==> config.mk <==
export PLATFORM = sky130hd
export DESIGN_NAME = cfg_byte_loader
export DESIGN_NICKNAME = d
export VERILOG_FILES = /design/src/rtl/cfg_loader_pkg.sv /design/src/rtl/cfg_pace.sv /design/src/rtl/cfg_byte_path.sv /design/src/rtl/cfg_sync_detect.sv /design/src/rtl/cfg_byte_loader.sv
export SDC_FILE = /design/constraint.sdc
export NUM_CORES = 1
export LEC_CHECK = 0
export ABC_AREA = 1
export ABC_CLOCK_PERIOD_IN_PS = 1500
export BUFFER_PORTS_ARGS = -buffer_cell sky130_fd_sc_hd__buf_4
export CAP_MARGIN = 20
export CORE_ASPECT_RATIO = 0.9
export CORE_UTILIZATION = 51
export CTS_CLUSTER_SIZE = 25
export DETAILED_ROUTE_END_ITERATION = 8
export PLACE_DENSITY = 0.71
export SYNTH_ARGS = -nofsm -noshare
export SYNTH_HDL_FRONTEND = slang
export SYNTH_SLANG_ARGS = --single-unit
==> constraint.sdc <==
create_clock -name clk -period 1.5 [get_ports clk]
set_clock_uncertainty 0.1 [all_clocks]
set_input_delay 0.3 -clock clk [delete_from_list [all_inputs] [get_ports clk]]
set_output_delay 0.3 -clock clk [all_outputs]
set_load 0.05 [all_outputs]
==> src/rtl/cfg_loader_pkg.sv <==
// Package: shared constants and types for the parallel configuration loader.
// Assumes an 8-bit bus; the sync word default is the standard 32-bit value.
package cfg_loader_pkg;
    localparam int          BYTE_W        = 8;
    localparam logic [31:0] SYNC_WORD_DEF = 32'hAA99_5566;

    typedef logic [BYTE_W-1:0] cfg_byte_t;

    typedef enum logic {
        ST_IDLE   = 1'b0,
        ST_STREAM = 1'b1
    } strm_state_e;
endpackage

==> src/rtl/cfg_pace.sv <==
// Module: cfg_pace
// Paces one byte slot of CLK_DIV system cycles and generates the configuration
// clock: low for the first CLK_DIV/2 cycles of a slot, high for the rest.
// Assumes CLK_DIV >= 2 and that load is only raised when the slot is free or ending.
module cfg_pace #(
    parameter int CLK_DIV = 4
) (
    input  logic clk,
    input  logic rst_n,
    input  logic load,
    output logic active,
    output logic slot_end,
    output logic cclk
);
    localparam int PH_W    = (CLK_DIV > 2) ? $clog2(CLK_DIV) : 1;
    localparam int LOW_CYC = CLK_DIV / 2;
    localparam int PH_LAST = CLK_DIV - 1;

    logic [PH_W-1:0] ph_q;
    logic [PH_W-1:0] ph_nxt;
    logic            act_q;
    logic            cclk_q;

    // Next phase value within the slot.
    always_comb begin
        ph_nxt = ph_q + 1'b1;
    end

    assign active   = act_q;
    assign slot_end = act_q && (ph_q == PH_W'(PH_LAST));
    assign cclk     = cclk_q;

    // Slot phase counter and clock level.
    always_ff @(posedge clk) begin
        if (!rst_n) begin
            ph_q   <= '0;
            act_q  <= 1'b0;
            cclk_q <= 1'b0;
        end else if (load) begin
            ph_q   <= '0;
            act_q  <= 1'b1;
            cclk_q <= 1'b0;
        end else if (slot_end) begin
            ph_q   <= '0;
            act_q  <= 1'b0;
            cclk_q <= 1'b0;
        end else if (act_q) begin
            ph_q   <= ph_nxt;
            cclk_q <= (ph_nxt >= PH_W'(LOW_CYC));
        end
    end

    // the clock rises only at the mid-slot phase of an active slot.
    a_r1_rise_mid_slot: assert property (@(posedge clk) disable iff (!rst_n)
        $rose(cclk_q) |-> (act_q && ph_q == PH_W'(LOW_CYC)));

    // no clock activity without a byte in the slot.
    a_r10_idle_clock_low: assert property (@(posedge clk) disable iff (!rst_n)
        !act_q |-> !cclk_q);
endmodule

==> src/rtl/cfg_byte_path.sv <==
// Module: cfg_byte_path
// Registers the presented byte, optionally reversing its bit order so that
// bus bit 0 (pin D0) carries the stored MSB. Keeps the stored byte for sync checks.
// Assumes swap_en is only meaningful in the load cycle.
module cfg_byte_path
    import cfg_loader_pkg::*;
(
    input  logic      clk,
    input  logic      rst_n,
    input  logic      load,
    input  logic      swap_en,
    input  cfg_byte_t byte_in,
    output cfg_byte_t bus_d,
    output cfg_byte_t raw_d
);
    cfg_byte_t mapped;
    cfg_byte_t bus_q;
    cfg_byte_t raw_q;

    // Per-bit swap mux: reversed when swap_en, straight otherwise.
    for (genvar i = 0; i < BYTE_W; i++) begin : g_swap
        assign mapped[i] = swap_en ? byte_in[BYTE_W-1-i] : byte_in[i];
    end

    // Capture both pin-order and stored-order copies on load.
    always_ff @(posedge clk) begin
        if (!rst_n) begin
            bus_q <= '0;
            raw_q <= '0;
        end else if (load) begin
            bus_q <= mapped;
            raw_q <= byte_in;
        end
    end

    assign bus_d = bus_q;
    assign raw_d = raw_q;

    // the reversed pin byte always mirrors the stored byte when swapping.
    a_r2_mirror: assert property (@(posedge clk) disable iff (!rst_n)
        (load && swap_en) |=> (bus_q[0] == raw_q[BYTE_W-1] && bus_q[BYTE_W-1] == raw_q[0]));

    // without swapping the pins carry the stored byte.
    a_r3_straight: assert property (@(posedge clk) disable iff (!rst_n)
        (load && !swap_en) |=> (bus_q == raw_q));
endmodule

==> src/rtl/cfg_sync_detect.sv <==
// Module: cfg_sync_detect
// Tracks the last four stored bytes sent in the current stream and raises a
// sticky flag once they equal SYNC_WORD (first byte most significant).
// Assumes clear and shift are never raised together.
module cfg_sync_detect
    import cfg_loader_pkg::*;
#(
    parameter logic [31:0] SYNC_WORD = SYNC_WORD_DEF
) (
    input  logic      clk,
    input  logic      rst_n,
    input  logic      clear,
    input  logic      shift,
    input  cfg_byte_t byte_in,
    output logic      seen
);
    localparam int NB     = 32 / BYTE_W;
    localparam int FILL_W = $clog2(NB + 1);

    logic [31:0]       win_q;
    logic [31:0]       win_nxt;
    logic [FILL_W-1:0] fill_q;
    logic              seen_q;
    logic              hit;

    // Window after taking in the byte just sent.
    always_comb begin
        win_nxt = {win_q[31-BYTE_W:0], byte_in};
        hit     = (fill_q >= FILL_W'(NB - 1)) && (win_nxt == SYNC_WORD);
    end

    // Window, fill count and sticky match flag.
    always_ff @(posedge clk) begin
        if (!rst_n || clear) begin
            win_q  <= '0;
            fill_q <= '0;
            seen_q <= 1'b0;
        end else if (shift) begin
            win_q <= win_nxt;
            if (fill_q != FILL_W'(NB)) begin
                fill_q <= fill_q + 1'b1;
            end
            if (hit) begin
                seen_q <= 1'b1;
            end
        end
    end

    assign seen = seen_q;

    // the flag holds until a new stream clears it.
    a_r8_sticky: assert property (@(posedge clk) disable iff (!rst_n)
        (seen_q && !clear) |=> seen_q);

    // the flag only rises right after a byte has been sent.
    a_r8_rise_after_shift: assert property (@(posedge clk) disable iff (!rst_n)
        $rose(seen_q) |-> $past(shift));
endmodule

==> src/rtl/cfg_byte_loader.sv <==
// Module: cfg_byte_loader (top)
// Streams bytes from a valid/ready input onto an 8-bit configuration port,
// one byte per generated clock period, framed by active-low chip-select and
// write strobes, with optional bit reversal and sync-word detection.
// Assumes CLK_DIV >= 2; a new stream starts only after the strobes are released.
module cfg_byte_loader
    import cfg_loader_pkg::*;
#(
    parameter int          CLK_DIV   = 4,
    parameter logic [31:0] SYNC_WORD = SYNC_WORD_DEF
) (
    input  logic       clk,
    input  logic       rst_n,
    input  logic       in_valid,
    output logic       in_ready,
    input  logic [7:0] in_data,
    input  logic       in_last,
    input  logic       in_swap,
    output logic [7:0] cfg_d,
    output logic       cfg_cclk,
    output logic       cfg_cs_n,
    output logic       cfg_wr_n,
    output logic       busy,
    output logic       done,
    output logic       sync_seen
);
    strm_state_e st_q;
    logic        last_q;
    logic        done_q;
    logic        active;
    logic        slot_end;
    logic        load;
    logic        start;
    logic        finish;
    cfg_byte_t   raw_d;

    // Handshake: open when idle, or on a non-final slot's last cycle.
    always_comb begin
        in_ready = !active || (slot_end && !last_q);
        load     = in_valid && in_ready;
        start    = load && (st_q == ST_IDLE);
        finish   = slot_end && last_q;
    end

    cfg_pace #(
        .CLK_DIV (CLK_DIV)
    ) u_pace (
        .clk      (clk),
        .rst_n    (rst_n),
        .load     (load),
        .active   (active),
        .slot_end (slot_end),
        .cclk     (cfg_cclk)
    );

    cfg_byte_path u_path (
        .clk     (clk),
        .rst_n   (rst_n),
        .load    (load),
        .swap_en (in_swap),
        .byte_in (in_data),
        .bus_d   (cfg_d),
        .raw_d   (raw_d)
    );

    cfg_sync_detect #(
        .SYNC_WORD (SYNC_WORD)
    ) u_sync (
        .clk     (clk),
        .rst_n   (rst_n),
        .clear   (start),
        .shift   (slot_end),
        .byte_in (raw_d),
        .seen    (sync_seen)
    );

    // Stream framing, last-byte marker and completion flag.
    always_ff @(posedge clk) begin
        if (!rst_n) begin
            st_q   <= ST_IDLE;
            last_q <= 1'b0;
            done_q <= 1'b0;
        end else begin
            if (load) begin
                last_q <= in_last;
            end
            if (start) begin
                st_q   <= ST_STREAM;
                done_q <= 1'b0;
            end else if (finish) begin
                st_q   <= ST_IDLE;
                done_q <= 1'b1;
            end
        end
    end

    assign cfg_cs_n = (st_q == ST_IDLE);
    assign cfg_wr_n = (st_q == ST_IDLE);
    assign busy     = (st_q == ST_STREAM);
    assign done     = done_q;

    // data never moves across a rising configuration clock edge.
    a_r5_stable_at_rise: assert property (@(posedge clk) disable iff (!rst_n)
        $rose(cfg_cclk) |-> $stable(cfg_d));

    // a byte held mid-slot is not replaced.
    a_r4_hold_mid_slot: assert property (@(posedge clk) disable iff (!rst_n)
        (active && !slot_end) |=> $stable(cfg_d));

    // no clock while the strobes are released.
    a_r10_no_clock_unselected: assert property (@(posedge clk) disable iff (!rst_n)
        cfg_cs_n |-> !cfg_cclk);

    // completion is only reported with the strobes released.
    a_r7_done_unselected: assert property (@(posedge clk) disable iff (!rst_n)
        done |-> cfg_cs_n);

    // strobes release only as a final slot ends.
    a_r6_release_after_last: assert property (@(posedge clk) disable iff (!rst_n)
        $rose(cfg_cs_n) |-> $past(slot_end && last_q));
endmodule

* Word-level counts from Yosys, hierarchy flattened
Index checks and enable logic that the tools add are counted.
Storage, ports and cells: bits in registers 51, bits in latches 0, memory bits (writable) 0, bits in read-only memories 0, input bits 13, output and inout port bits 15, word-level logic and storage cells 49, memories kept 0
Operators by class: add/subtract/negate cells 2, $mul 0, div/mod/pow operators 0, order comparisons 2, equal/unequal tests 3, shift operators 0, muxes and demuxes 12, bitwise gates (word level) 2, reduce and logical (&&, ||, !) cells 17
Operator list (number):
- == test 32 bit, second input constant | 1
- two-way mux 1 bit | 12
- logical AND 1 bit | 6
- AND reduction 2 bit | 2
- nonzero test 2 bit | 2
- adder 3 x 1 -> 3 bit, second input constant | 1
- >= comparator 3 x 2 -> 1 bit, second input constant | 1
- logical NOT 1 bit | 3
- inequality test 3 bit, second input constant | 1
- OR reduction 3 bit | 1
- adder 2 x 1 -> 2 bit, second input constant | 1
- == test 2 bit, second input constant | 1
- >= comparator 2 bit, second input constant | 1
- logical OR 1 bit | 2
- inverter 1 bit | 2
- OR reduction 2 bit | 1

* Depth between registers and ports, before layout
word-level depth 7, depth in mapped cells 10, gate-level depth less buffers 8

* Hierarchy
Synthesis repeated with hierarchy kept, for this count alone.
Unflattened totals: cells, all modules 309, area total of the unflattened synthesis 2199.6 µm²
By module, submodules not included:
- cfg_sync_detect | times used 1, cells an instance 158, area each 1173.6 µm², seq. area each 560.5 µm²
- cfg_byte_path | times used 1, cells an instance 103, area each 690.7 µm², seq. area each 320.3 µm²
- cfg_byte_loader | times used 1, cells an instance 25, area each 176.4 µm², seq. area each 60.1 µm²
- cfg_pace | times used 1, cells an instance 23, area each 158.9 µm², seq. area each 60.1 µm²

* Worst setup path after synthesis
No wires, ideal clock.
path type register -> register, from reg, netlist name u_pace.cclk, to reg u_sync.win_q[10], library setup time 0.114 ns, data arrival time 2.218 ns, required time 1.286 ns, setup slack -0.932 ns, stages on the path, launching flop included 11, buffers on the path 2, period minus slack after synthesis 2.432 ns, cells stage by stage dfxtp_1 > ha_1 > nand2_2 > o21ai_2 > nand2_2 > inv_2 > nand2_2 > nand2_2 > buf_6 > buf_12 > a21oi_2
RTL lines:
- end signal, assigned | RTL line cfg_sync_detect.sv:39 | win_q <= win_nxt;
- end, declared | RTL line cfg_sync_detect.sv:20 | logic [31:0] win_q;

==> results by group <==
Floorplanning
  • Core footprint: between 3000 and 4000 um2
  • Number of primary I/O pins: 28
  • Starting density of the core: 0.5470
  • Number of rows created at floorplan: 21
  • DIE HEIGHT: 62.85 um
  • Die Footprint: 4375 um2
  • Die Width: between 60 and 70 um

Worst hold path
  • Worst min path class: input port to register
  • Terminating pin of the worst hold path: u_path.raw_d[6]
  • Count of cells along the worst hold path: 3
  • Hold path start: in_data[6]

Timing
  • Count of final hold-check violations: 0
  • Final total negative setup slack: -1.138 ns
  • Number of failing setup endpoints in the final timing report: 31
  • Worst-margin pin slew: 0.2261 ns
  • Final WS setup: -0.06644 ns
  • Slew Viols, Final: 0
  • Clock period minus final worst setup slack: 1.566 ns
  • RSZ-0062 raised after global routing: yes
  • Max_slew headroom: 0.8491
  • Timing-limited maximum frequency: 638.4 MHz
  • Ratio of final minimum period to clock period: 1.044

Worst setup path
  • Worst setup EP type: primary output
  • Crit Path Category: register to primary output
  • Startpoint of the worst-slack reg-to-reg timing path: u_pace.cclk
  • Ordered cell list for the critical path: ha_4 -> nand2_4 -> o21ai_4 -> buf_6
  • Longest individual stage delay on the worst path: 0.37 ns
  • Slowest cell on the critical path: sky130_fd_sc_hd__dfxtp_4
  • Critical Path Fanout Max: 2
  • Worst r2r dst: u_sync.win_q[2]
  • Worst path required time: 1.10 ns
  • Worst reg-to-reg setup slack: -0.05 ns
  • Register-to-Register Path Depth: 10
  • Endpoint arrival time on the critical path: 1.17 ns
  • Setup crit start kind: register
  • Total buffers and inverters traversed by the critical path: 1
  • Critical path's top delay family: flip-flops

Detailed routing
  • Number of vias after detailed routing: 1865
  • Residual DRC count: 0
  • Per-cell via count in the routed design: 5.110
  • Post-route ant nets: 0
  • 1st-iter DRT viols: 95
  • Drt wl/cell: 12.79 um
  • WL final: 4.668 mm
  • First-pass detailed-route iteration total: 4

Status
  • Status: finished with violations
  • Failing checks: setup timing

Logic synthesis
  • Share of the yosys chip area belonging to registers: 0.4770
  • Yosys warnings: 0
  • Distinct cells, synth: 21
  • Number of nets in the synthesized netlist: 293
  • Mean area per synthesized cell: 7.602 um2
  • Total standard cell area after synthesis: 2098 um2
  • Gate Count Post-Synth: 276
  • Flip-flop and latch count after synthesis: 50

Finish
  • Area Overhead vs Synth: 31.31%
  • Leading cell type in the layout, fill and taps excluded: sky130_fd_sc_hd__nand2_1
  • Fraction of final layout cells sized beyond drive strength 1: 0.2727
  • Final antenna diode count: 0
  • Post-route non-filler standard cell count: 365
  • Final Net Count: 335
  • Commonest cells after routing, fill and taps aside: sky130_fd_sc_hd__nand2_1 (83), sky130_fd_sc_hd__dfxtp_1 (47), sky130_fd_sc_hd__buf_4 (37)

Placement
  • Final HPWL from detailed placement: 2.852 mm
  • Count of buffers inserted at the top-level ports: 27
  • Post-Place Cells: 347
  • Placer Congestion: between 0.7 and 0.8

Pwr
  • Internal power summed over all cells: 1.912 mW
  • Combinational share of power: 0.161
  • Proportion of total power due to net switching: 0.2716
  • IR Drop Worst-Case VDD: 0.6898 mV
  • Cell area power density: 952.6 nW/um2
  • Leakage power total: 1.054 nW
  • Part of the total power dissipated in sequential elements: 0.533
  • Clock power share: 0.306
  • Power dissipated by switching net loads: 0.7128 mW

Clock network
  • CTS tree: yes
  • Number of buffers inserted during clock tree synthesis: 5
  • Post-cts hold buffer count: 0
  • Root buffer cell: sky130_fd_sc_hd__clkbuf_8
  • Clock latency at the later pin of the worst-skew pair: 0.30 ns
  • Number of sinks handled by clock tree synthesis: 50
  • Clk buf depth: 2
  • H-tree level count: 2
  • Clock-pin slew on the worst setup and hold paths: ~0.08 ns

GRT
  • Total routing usage reported by global routing: 0.2101
  • Leftover overflow at the end of global routing: 0
  • Vias in the first global route: 1667
  • Maximum number of pins on one net before global-route repair: 27
  • Global-route wire length before repair: 7.251 mm
  • Number of antenna violations at the first check in global routing: 0

Flow run
  • Max-cap violations: 0
==> cell families (layout without fill, tap and decap cells) <==
family / count (synthesis) / in the layout / share of synthesized area
fa+ha+maj: 4 / 4 / 0.02385
compound gates: 65 / 65 / 0.1771
mux: 6 / 6 / 0.02862
simple gates: 110 / 110 / 0.2051
buf+inv: 41 / 84 / 0.08825
flops: 50 / 50 / 0.4770
==> synth_stat cells <==
library cell                n  area, um2
sky130_fd_sc_hd__a21oi_2   10      87.58
sky130_fd_sc_hd__nor2_1    18      67.56
sky130_fd_sc_hd__buf_12     1      20.02
sky130_fd_sc_hd__dfxtp_1   50       1001
sky130_fd_sc_hd__nand4_1    1      6.260
sky130_fd_sc_hd__buf_1      3      11.26
sky130_fd_sc_hd__o21ai_2    1      8.760
sky130_fd_sc_hd__inv_1     26      97.59
sky130_fd_sc_hd__buf_2      3      15.01
sky130_fd_sc_hd__inv_2      2      7.510
sky130_fd_sc_hd__buf_4      1      7.510
sky130_fd_sc_hd__ha_1       4      50.05
sky130_fd_sc_hd__a21oi_1   37      185.2
sky130_fd_sc_hd__nand2_1   83      311.6
sky130_fd_sc_hd__mux2i_1    6      60.06
sky130_fd_sc_hd__buf_6      1      11.26
sky130_fd_sc_hd__a211oi_1   2      15.01
sky130_fd_sc_hd__o21ai_0   15      75.07
sky130_fd_sc_hd__nand2_2    4      25.02
sky130_fd_sc_hd__nand3_1    4      20.02
sky130_fd_sc_hd__clkbuf_1   4      15.01
==> final cells by class <==
class,instances,area [um2]
Fill cell,314,1081
Sequential cell,50,1010
Multi-Input combinational cell,185,997.2
Timing Repair Buffer,48,485.5
Inverter,28,113.9
Clock buffer,7,86.33
Tap cell,46,57.56
Clock inverter,1,5.005
==> tightest hold or removal path, cell delays in order <==
cell                      delay [ns]
sky130_fd_sc_hd__buf_4          0.12
sky130_fd_sc_hd__nand2_1        0.06
sky130_fd_sc_hd__a21oi_1        0.05
==> per-layer routing <==
| layer | up-vias | routed length, um | track usage |
|---|---|---|---|
| li1 | 963 | - | - |
| met1 | 865 | 2284 | 0.2659 |
| met2 | 31 | 2166 | 0.3325 |
| met3 | 6 | 158 | 0.06774 |
| met4 | 0 | 58 | 0.08250 |
| met5 | - | 0 | 0 |
==> state kept, by name, indices dropped and copies added, names as in the netlist <==
name           flops
u_sync.win_q      24
u_path.bus_d       8
u_path.raw_d       8
u_sync.fill_q      3
busy               1
done               1
last_q             1
u_pace.active      1
u_pace.cclk        1
u_pace.ph_q        1
u_sync.seen        1
==> how the worst max path moves through the flow <==
stage                   startpoint          endpoint  slack [ns]  cells past startpoint
floorplan              u_pace.cclk  u_sync.win_q[10]       -0.43                     10
global placement    u_pace.ph_q[0]  u_sync.fill_q[1]        0.02                      9
detailed placement  u_pace.ph_q[0]  u_sync.fill_q[0]       -0.02                      9
CTS                    u_pace.cclk          in_ready       -0.08                      4
global route           u_pace.cclk          in_ready       -0.14                      4
finish                 u_pace.cclk          in_ready       -0.07                      4
==> timing repair <==
| action | in CTS | in global routing |
|---|---|---|
| cloned | 1 | 3 |
| resized for setup | 6 | 24 |
| endpoints found under the setup margin | 30 | 50 |
| pin swaps | 3 | 1 |
| buffers inserted | 3 | 3 |
==> stage by stage <==
stage	power (mW)	hold slack, ns	util	worst slack, ns	instance area, um2
final	2.624	0.1588	0.7182	-0.06644	2755
after CTS	2.597	0.1490	0.6758	-0.08359	2592
after global routing	2.742	0.1530	0.7182	-0.1407	2755
after global placement	1.777	0.3364	0.6347	0.02496	2435
after detailed placement	1.779	0.3408	0.6347	-0.01947	2435
after floorplan	1.666	0.3294	-	-0.4263	2138
==> power by group through the flow <==
stage | sequential, mW | combinational (mW) | clock [mW]
finish | 1.40 | 0.423 | 0.803
global route | 1.40 | 0.449 | 0.889
CTS | 1.40 | 0.376 | 0.823
detailed placement | 1.43 | 0.350 | 0
global placement | 1.43 | 0.348 | 0
floorplan | 1.50 | 0.168 | 0
Note: power is estimated with default switching activity, not from simulation.
